[src/rtl/hb_pkg.sv]
package hb_pkg;

    typedef enum logic [1:0] {
        MODE_PASS   = 2'd0,
        MODE_INTERP = 2'd1,
        MODE_DECIM  = 2'd2
    } hb_mode_e;

    typedef enum logic {
        PH_TAKE = 1'b0,
        PH_SKIP = 1'b1
    } hb_phase_e;

    // mode decode; both equal settings mean pass-through
    function automatic hb_mode_e decode_mode(input logic a, input logic b);
        hb_mode_e m;
        unique case ({a, b})
            2'b01:   m = MODE_INTERP;
            2'b10:   m = MODE_DECIM;
            default: m = MODE_PASS;
        endcase
        return m;
    endfunction

endpackage

[src/rtl/hb_phase_ctl.sv]
module hb_phase_ctl
    import hb_pkg::*;
(
    input  logic clk,
    input  logic rst,
    input  logic phase_mark,
    output logic take
);

    hb_phase_e state, state_nx;
    logic      mark_q;
    logic      mark_fall;

    assign mark_fall = mark_q & ~phase_mark;

    // next-state logic
    always_comb begin
        state_nx = state;
        unique case (state)
            PH_TAKE: state_nx = PH_SKIP;                         // advance
            PH_SKIP: state_nx = mark_fall ? PH_SKIP : PH_TAKE;   // realign / return
            default: state_nx = PH_TAKE;
        endcase
    end

    // state register
    always_ff @(posedge clk) begin
        if (rst) begin
            state  <= PH_TAKE;
            mark_q <= 1'b0;
        end else begin
            state  <= state_nx;
            mark_q <= phase_mark;
        end
    end

    // outputs
    always_comb begin
        unique case (state)
            PH_TAKE: take = 1'b1;
            PH_SKIP: take = mark_fall;
            default: take = 1'b1;
        endcase
    end


    alt_phase_chk: assert property (@(posedge clk) disable iff (rst)
        take |=> (mark_fall || !take));


    mark_take_chk: assert property (@(posedge clk) disable iff (rst)
        (mark_q && !phase_mark) |-> take);

endmodule

[src/rtl/hb_tap_line.sv]
module hb_tap_line #(
    parameter int DW   = 12,
    parameter int NODD = 14
) (
    input  logic                 clk,
    input  logic                 rst,
    input  logic signed [DW-1:0] din,
    input  logic                 zero_in,
    output logic signed [DW-1:0] pair_lo [NODD],
    output logic signed [DW-1:0] pair_hi [NODD],
    output logic signed [DW-1:0] mid
);

    localparam int NTAP = 4 * NODD - 1;
    localparam int MID  = 2 * NODD - 1;

    logic signed [DW-1:0] sh [NTAP];

    always_ff @(posedge clk) begin
        if (rst)          sh[0] <= '0;
        else if (zero_in) sh[0] <= '0;
        else              sh[0] <= din;
    end

    for (genvar k = 1; k < NTAP; k++) begin : g_stage
        always_ff @(posedge clk) begin
            if (rst) sh[k] <= '0;
            else     sh[k] <= sh[k-1];
        end
    end

    for (genvar i = 0; i < NODD; i++) begin : g_pick
        assign pair_lo[i] = sh[MID - (2*i + 1)];
        assign pair_hi[i] = sh[MID + (2*i + 1)];
    end

    assign mid = sh[MID];


    stuff_zero_chk: assert property (@(posedge clk) disable iff (rst)
        zero_in |=> (sh[0] == '0));


    shift_chk: assert property (@(posedge clk) disable iff (rst)
        !$past(rst) |-> (sh[1] == $past(sh[0])));

endmodule

[src/rtl/hb_mac.sv]
module hb_mac #(
    parameter int DW   = 12,
    parameter int CW   = 16,
    parameter int NODD = 14,
    parameter int AW   = 36,
    parameter logic signed [CW-1:0] ODD_COEF [NODD] = '{default: '0},
    parameter logic signed [CW-1:0] CEN_COEF = '0
) (
    input  logic                 clk,
    input  logic                 rst,
    input  logic signed [DW-1:0] pair_lo [NODD],
    input  logic signed [DW-1:0] pair_hi [NODD],
    input  logic signed [DW-1:0] mid,
    input  logic                 load,
    output logic signed [AW-1:0] y,
    output logic                 y_stb
);

    localparam int PW = DW + 1 + CW;

    logic signed [PW-1:0] prod [NODD];
    logic signed [PW-1:0] prod_c;
    logic signed [AW-1:0] sum;

    for (genvar i = 0; i < NODD; i++) begin : g_pair
        logic signed [DW:0] pre;
        assign pre     = (DW+1)'(pair_lo[i]) + (DW+1)'(pair_hi[i]);
        assign prod[i] = PW'(pre) * PW'(ODD_COEF[i]);
    end

    assign prod_c = PW'(mid) * PW'(CEN_COEF);

    always_comb begin
        sum = AW'(prod_c);
        for (int i = 0; i < NODD; i++) begin
            sum = sum + AW'(prod[i]);
        end
    end

    always_ff @(posedge clk) begin
        if (rst) begin
            y     <= '0;
            y_stb <= 1'b0;
        end else begin
            y_stb <= load;
            if (load) y <= sum;
        end
    end


    hold_chk: assert property (@(posedge clk) disable iff (rst)
        !load |=> ($stable(y) && !y_stb));


    load_stb_chk: assert property (@(posedge clk) disable iff (rst)
        load |=> y_stb);

endmodule

[src/rtl/hb_rate_filter.sv]
module hb_rate_filter
    import hb_pkg::*;
#(
    parameter int DW   = 12,
    parameter int CW   = 16,
    parameter int NODD = 14,
    parameter int AW   = 36,
    parameter logic signed [CW-1:0] ODD_COEF [NODD] = '{
        16'sd10000, -16'sd3300, 16'sd1900, -16'sd1300, 16'sd950, -16'sd720,
        16'sd550, -16'sd420, 16'sd320, -16'sd240, 16'sd175, -16'sd125,
        16'sd85, -16'sd50},
    parameter logic signed [CW-1:0] CEN_COEF = 16'sd16384
) (
    input  logic          clk,
    input  logic          rst,
    input  logic [DW-1:0] din,
    input  logic          mode_a,
    input  logic          mode_b,
    input  logic          phase_mark,
    output logic [AW-1:0] acc_out,
    output logic          acc_stb
);

    hb_mode_e             mode;
    logic                 take;
    logic                 zero_in;
    logic                 load;
    logic signed [DW-1:0] pair_lo [NODD];
    logic signed [DW-1:0] pair_hi [NODD];
    logic signed [DW-1:0] mid;
    logic signed [AW-1:0] y;

    assign mode = decode_mode(mode_a, mode_b);

    always_comb begin
        zero_in = 1'b0;
        load    = 1'b1;
        unique case (mode)
            MODE_INTERP: zero_in = ~take;
            MODE_DECIM:  load    = take;
            default:     ;
        endcase
    end

    hb_phase_ctl u_phase (
        .clk        (clk),
        .rst        (rst),
        .phase_mark (phase_mark),
        .take       (take)
    );

    hb_tap_line #(.DW(DW), .NODD(NODD)) u_taps (
        .clk     (clk),
        .rst     (rst),
        .din     ($signed(din)),
        .zero_in (zero_in),
        .pair_lo (pair_lo),
        .pair_hi (pair_hi),
        .mid     (mid)
    );

    hb_mac #(
        .DW(DW), .CW(CW), .NODD(NODD), .AW(AW),
        .ODD_COEF(ODD_COEF), .CEN_COEF(CEN_COEF)
    ) u_mac (
        .clk     (clk),
        .rst     (rst),
        .pair_lo (pair_lo),
        .pair_hi (pair_hi),
        .mid     (mid),
        .load    (load),
        .y       (y),
        .y_stb   (acc_stb)
    );

    assign acc_out = y;


    pass_stb_chk: assert property (@(posedge clk) disable iff (rst)
        (mode == MODE_PASS) |=> acc_stb);


    decim_skip_chk: assert property (@(posedge clk) disable iff (rst)
        (mode == MODE_DECIM && !take) |=> !acc_stb);

endmodule

[config.mk]
export PLATFORM = sky130hd
export DESIGN_NAME = hb_rate_filter
export DESIGN_NICKNAME = d
export VERILOG_FILES = /design/src/rtl/hb_pkg.sv /design/src/rtl/hb_phase_ctl.sv /design/src/rtl/hb_tap_line.sv /design/src/rtl/hb_mac.sv /design/src/rtl/hb_rate_filter.sv
export SDC_FILE = /design/constraint.sdc
export NUM_CORES = 2
export LEC_CHECK = 0
export BUFFER_PORTS_ARGS = -buffer_cell sky130_fd_sc_hd__buf_2
export CORE_ASPECT_RATIO = 1.2
export CORE_MARGIN = 3
export CORE_UTILIZATION = 55
export DETAILED_ROUTE_END_ITERATION = 7
export PLACE_DENSITY = 0.73
export SYNTH_ARGS = -nofsm -noshare
export SYNTH_HDL_FRONTEND = slang
export SYNTH_HIERARCHICAL = 1
export SYNTH_SLANG_ARGS = --single-unit
[constraint.sdc]
create_clock -name clk -period 16 [get_ports clk]
set_input_delay 2.4 -clock clk [delete_from_list [all_inputs] [get_ports clk]]
set_output_delay 2.4 -clock clk [all_outputs]
set_load 0.01 [all_outputs]
== Word-level counts from Yosys, hierarchy flattened ==
Memory sizes are Yosys's and may differ from the RTL's.
Cells that the tools add are included.
W data, S select, Z words.

* Memories: 1
* Input bits: 17
* RAM bits: 660
* Word-level logic and storage cells: 182
* Output and inout bits: 37
* Register bits after elaboration: 39

* Add/subtract/negate cells: 28
* Bitwise operators: 60
* Multiply operators: 14
* Equal/unequal tests: 4
* Mux-type cells: 71

{| class="wikitable"
|+ Memories
! name !! depth !! bits a word !! read ports !! clocked after memory_dff !! write ports !! line !! source
|-
| u_taps.sh || 55 || 12 || 55 || 0 || 55 || hb_tap_line.sv:17 || <nowiki>logic signed [DW-1:0] sh [NTAP];</nowiki>
|}

{| class="wikitable"
|+ Operators by type and width
! kind !! number
|-
| $mux W12 || 56
|-
| $add A12 B12 Y13 || 14
|-
| $add A36 B24 Y36 || 3
|-
| $mul A13 B10 Y23 const B || 4
|-
| $add A36 B21 Y36 || 2
|-
| $add A36 B22 Y36 || 2
|-
| $add A36 B23 Y36 || 2
|-
| $mul A13 B8 Y21 const B || 3
|-
| $or A1 B1 Y1 || 56
|-
| $mul A13 B11 Y24 const B || 2
|-
| $add A36 B20 Y36 || 1
|-
| $add A36 B25 Y36 || 1
|-
| $add A30 B25 Y31 || 1
|-
| $add A29 B26 Y30 || 1
|-
| $add A26 B28 Y29 || 1
|-
| $mul A13 B9 Y22 const B || 1
|-
| $mul A13 B7 Y20 const B || 1
|-
| $mul A13 B6 Y19 const B || 1
|-
| $mul A13 B5 Y18 const B || 1
|-
| $mul A13 B4 Y17 const B || 1
|-
| $mux W1 || 12
|-
| $eq A2 B1 Y1 const B || 2
|-
| $eq A2 B2 Y1 const B || 2
|-
| $pmux W1 S2 || 2
|-
| other kinds (3) || 5
|}

== Longest topological paths before layout ==
An unclocked memory read counts as a cell.

* Depth after elaboration: 17
* Gate-level depth with buffers: 67
* Mapped depth without buffers: 65

== Modules after synthesis ==
Netlist, hierarchy kept.

{| class="wikitable"
|+ Modules (own cells, without submodules)
! module !! cells each !! area an instance (µm²) !! sequential area each (µm²) !! times used
|-
| hb_mac || 5041 || 47449.3 || 740.7 || 1
|-
| hb_tap_line || 1743 || 20478.4 || 13332.8 || 1
|-
| hb_phase_ctl || 6 || 72.6 || 40.0 || 1
|-
| hb_rate_filter || 2 || 16.3 || 0.0 || 1
|}

== Worst setup path after synthesis ==
OpenSTA, ideal clock, no wires.

* Kind: flip-flop to flip-flop
* Start point: mem u_taps.sh[18][0] (netlist: u_taps/sh[4][24])
* End point: reg u_mac.y[32]
* Required time: 15.855 ns
* Buffers on the path: 1
* Slack: 0.788 ns
* Stages on the path, launching flop included: 62
* Arrival: 15.067 ns
* Library setup time: 0.145 ns
* Path through: dfxtp_1 buf_4 ha_1 inv_1 fa_1 nor2b_1 o21a_1 o21ai_0 nand2b_1 a31o_2 a41o_1 nor4_1 nor2_1 inv_1 ha_1 fa_1 fa_1 fa_1 (+26 left out) inv_1 fa_1 fa_1 inv_1 fa_1 fa_1 inv_1 fa_1 inv_1 ha_1 a21o_1 a21o_1 a21oi_1 inv_1 or3_1 a31oi_1 or4_1 o311ai_0

{| class="wikitable"
|+ RTL lines
! item !! line !! source
|-
| start, declared || hb_tap_line.sv:17 ||
|-
| end signal, assigned || hb_mac.sv:46 || <nowiki>if (load) y <= sum;</nowiki>
|-
| end, declared || hb_mac.sv:15 || <nowiki>output logic signed [AW-1:0] y,</nowiki>
|}

==> impl_metrics.toml <==
[die]
die_width_um = 327.0
coreArea_sq_um = 122100
start_util_pct = 55.71
rows = 140
io_pins = 54
die_h_um = 391.2
dieArea_sq_um = 127900

[synth]
synthCells = 6792
yosysWarnings = 6
synthArstFlopShare_pct = 0
synth_most_common_cell = "inv_1"
synth_compound_area_share_pct = 7.577
synth-simple-area-share_pct = 10.41
synth.top_cell.area_share_pct = 24.28
synth.largest_area_cell = "fa_1"
synth-seq-cells = 699
ys.flop_type = "dfxtp_1"
yosys.area_share.xor_xnor_pct = 5.460
synthAdderAreaFrac_pct = 43.52
synthMuxAreaShare_pct = 0.5905
synth.avg_cell_area_sq_um = 10.01
yosysSeqAreaShare_pct = 20.75
synth_area_leaders = "fa_1, dfxtp_1, ha_1"
synth_top_family_by_area = "adder cells"
synth_edf_count = 12
netlist_area_sq_um = 68020
synth_common_cells = "inv_1, ha_1, fa_1, nor2b_1, dfxtp_1"
synth_cell_types = 85

[timing]
max_freq_ghz = 0.06460
whs_ns = 0.3882
slew_headroom_pct = 7.503
setup_viol = 0
clock_skew_ns = 0.08480
timing.final.ws_setup_ns = 0.5195
period_needed_ns = 15.48
hold_viol_final = 0
worstMarginPinSlew_ns = 1.370
finalMaxSlewViolations = 0
tns_ns = 0
fin_crit_sh_pct = 96.75

[route]
wl_mm = 164.7
ant_nets = 0
dr_total_vias = 43060
route.detailed.drc = 0
via_per_inst = 5.213
drt-initial-drc-count = 1826
wl_per_cell_um = 19.93
dr.pass1.iters = 6

[layout]
fin_area_sq_um = 71230
final_nets = 8454
drive_gt1_share_pct = 6.217
area_growth_pct = 4.729
num_antenna_cells = 0

[cts]
clock_sinks = 699
clk_pin_slew_ns = 0.07
cts_root_buffer = "clkbuf_16"
cts_made_buffers = 76
clock_tree.buffer_depth = 3
hold_buffers = 0
tritoncts = "yes"
clock_latency_ns = 0.71
h-tree-depth = 3

[worst_setup_path]
cp.arrival_ns = 16.03
cp.required_ns = 16.55
worstPathMaxFanout = 6
path_delay_family = "adder cells"
critPathMostFrequentCell = "fa_1"
end_kind = "register"
critPathSlowestCell = "fa_2"
crit_type = "reg2reg"
critPathBufInv = 13
cp_slowest_stage_delay_ns = 0.57
crit_path_start_kind = "register"

[placed_design]
dp_slack_ns = 0.09907
placed_area_sq_um = 67750
place_congestion = 0.9731
portBuffers = 53
post-dp-hpwl_mm = 139.6

[global_route]
antenna_found_initial = 4
grt_use_total_pct = 26.02
grt_max_degree = 210
first_global_vias = 45538
grt_pass1_wl_mm = 253.9
grt_overflow = 0

[power_and_ir_drop]
max-vdd-ir-drop_mv = 0.3838
p_leak_uw = 0.03686
power_uw = 8871
p_per_area_nw_per_um2 = 124.5

[status]
status = "finished, final reports clean"

[run]
drv_cap = 0

[min_path]
hold_path.class = "reg2reg"
[placed cells by master (no fill, tap or decap), types with 13 or more instances in the layout]
| master | count |
|---|---|
| nor2_1 | 190 |
| a21oi_1 | 212 |
| buf_4 | 73 |
| a21o_1 | 115 |
| or3_1 | 13 |
| and3_1 | 22 |
| a31oi_1 | 19 |
| nor2b_1 | 698 |
| nand3_1 | 40 |
| nand2_1 | 106 |
| fa_1 | 820 |
| ha_1 | 1036 |
| a211oi_1 | 20 |
| o21ai_0 | 83 |
| conb_1 | 13 |
| o21a_1 | 50 |
| dfxtp_1 | 685 |
| clkbuf_16 | 76 |
| inv_1 | 1286 |
| o31a_1 | 16 |
| o21bai_1 | 53 |
| nand4_1 | 14 |
| xnor2_1 | 288 |
| nor3_1 | 46 |
| xor2_1 | 117 |
| a21oi_2 | 28 |
| or2_2 | 15 |
| clkbuf_1 | 14 |
| buf_2 | 52 |
| mux2i_1 | 30 |
| nand2b_1 | 32 |
| nor3b_1 | 18 |
| o21ai_1 | 18 |
[through the flow]
| step | instances | util [%] |
|---|---|---|
| 6_report | 8260 | 58.34 |
| 5_1_grt | 8260 | 58.34 |
| 4_1_cts | 8241 | 57.79 |
| 3_5_place_dp | 8102 | 55.49 |
| 3_3_place_gp | 8102 | 55.49 |
| 2_1_floorplan | 6803 | - |
[timing repair]
| item | 4_1_cts | 5_1_grt |
|---|---|---|
| buffers inserted | 0 | 19 |
| gates resized for setup | 0 | 112 |
| setup endpoints to repair | 0 | 15 |
[logic make-up after synthesis]
logic type / after synthesis
AO/OA/AOI/OAI: 764
XOR/XNOR: 424
adder cells (fa/ha/maj): 1871
buffers and inverters: 1738
flip-flops: 699
multiplexers: 39
other: 2
AND/OR/NAND/NOR: 1255
[registers in the layout, summed over array words and instances, names as in the netlist]
signal,cells
u_taps/sh,660
u_mac/y_stb,1
u_phase/state,1
u_mac/y,36
u_phase/mark_q,1
[layer usage]
layer	global-route usage [%]	vias to the layer above	wire length (um)
met3	3.712	443	6234
met1	27.66	21108	60170
met2	46.81	827	83660
li1	-	20676	-
met4	19.31	6	14560
met5	0	-	37
[where the power goes]
part	switching [uW]	total, uW	internal [uW]
clock network	801	1950	1150
logic	2910	5080	2170
registers	23.0	1840	1810
[area by class of cell]
cell class                 instances  area, sq um
fill                           10347        50860
multi-input combinational       4366        46540
sequential                       699        14120
inverter                        1295         4861
clock buffer                     102         2120
tap                             1633         2043
timing repair buffer             128        863.3
clock inverter                    37        691.9
[worst paths after layout]
check,startpoint,endpoint,slack [ns],cells past startpoint
worst max-delay path,u_taps/sh[5][1]$_SDFF_PP0_,u_mac/y[32]$_SDFFE_PP0P_,0.52,62
worst min-delay path,u_taps/sh[4][15]$_SDFF_PP0_,u_taps/sh[4][27]$_SDFF_PP0_,0.39,1
worst max register to register,u_taps/sh[5][1]$_SDFF_PP0_,u_mac/y[32]$_SDFFE_PP0P_,0.52,62
worst min register to register,u_taps/sh[4][15]$_SDFF_PP0_,u_taps/sh[4][27]$_SDFF_PP0_,0.39,1
(Power assumes the default switching activity.)
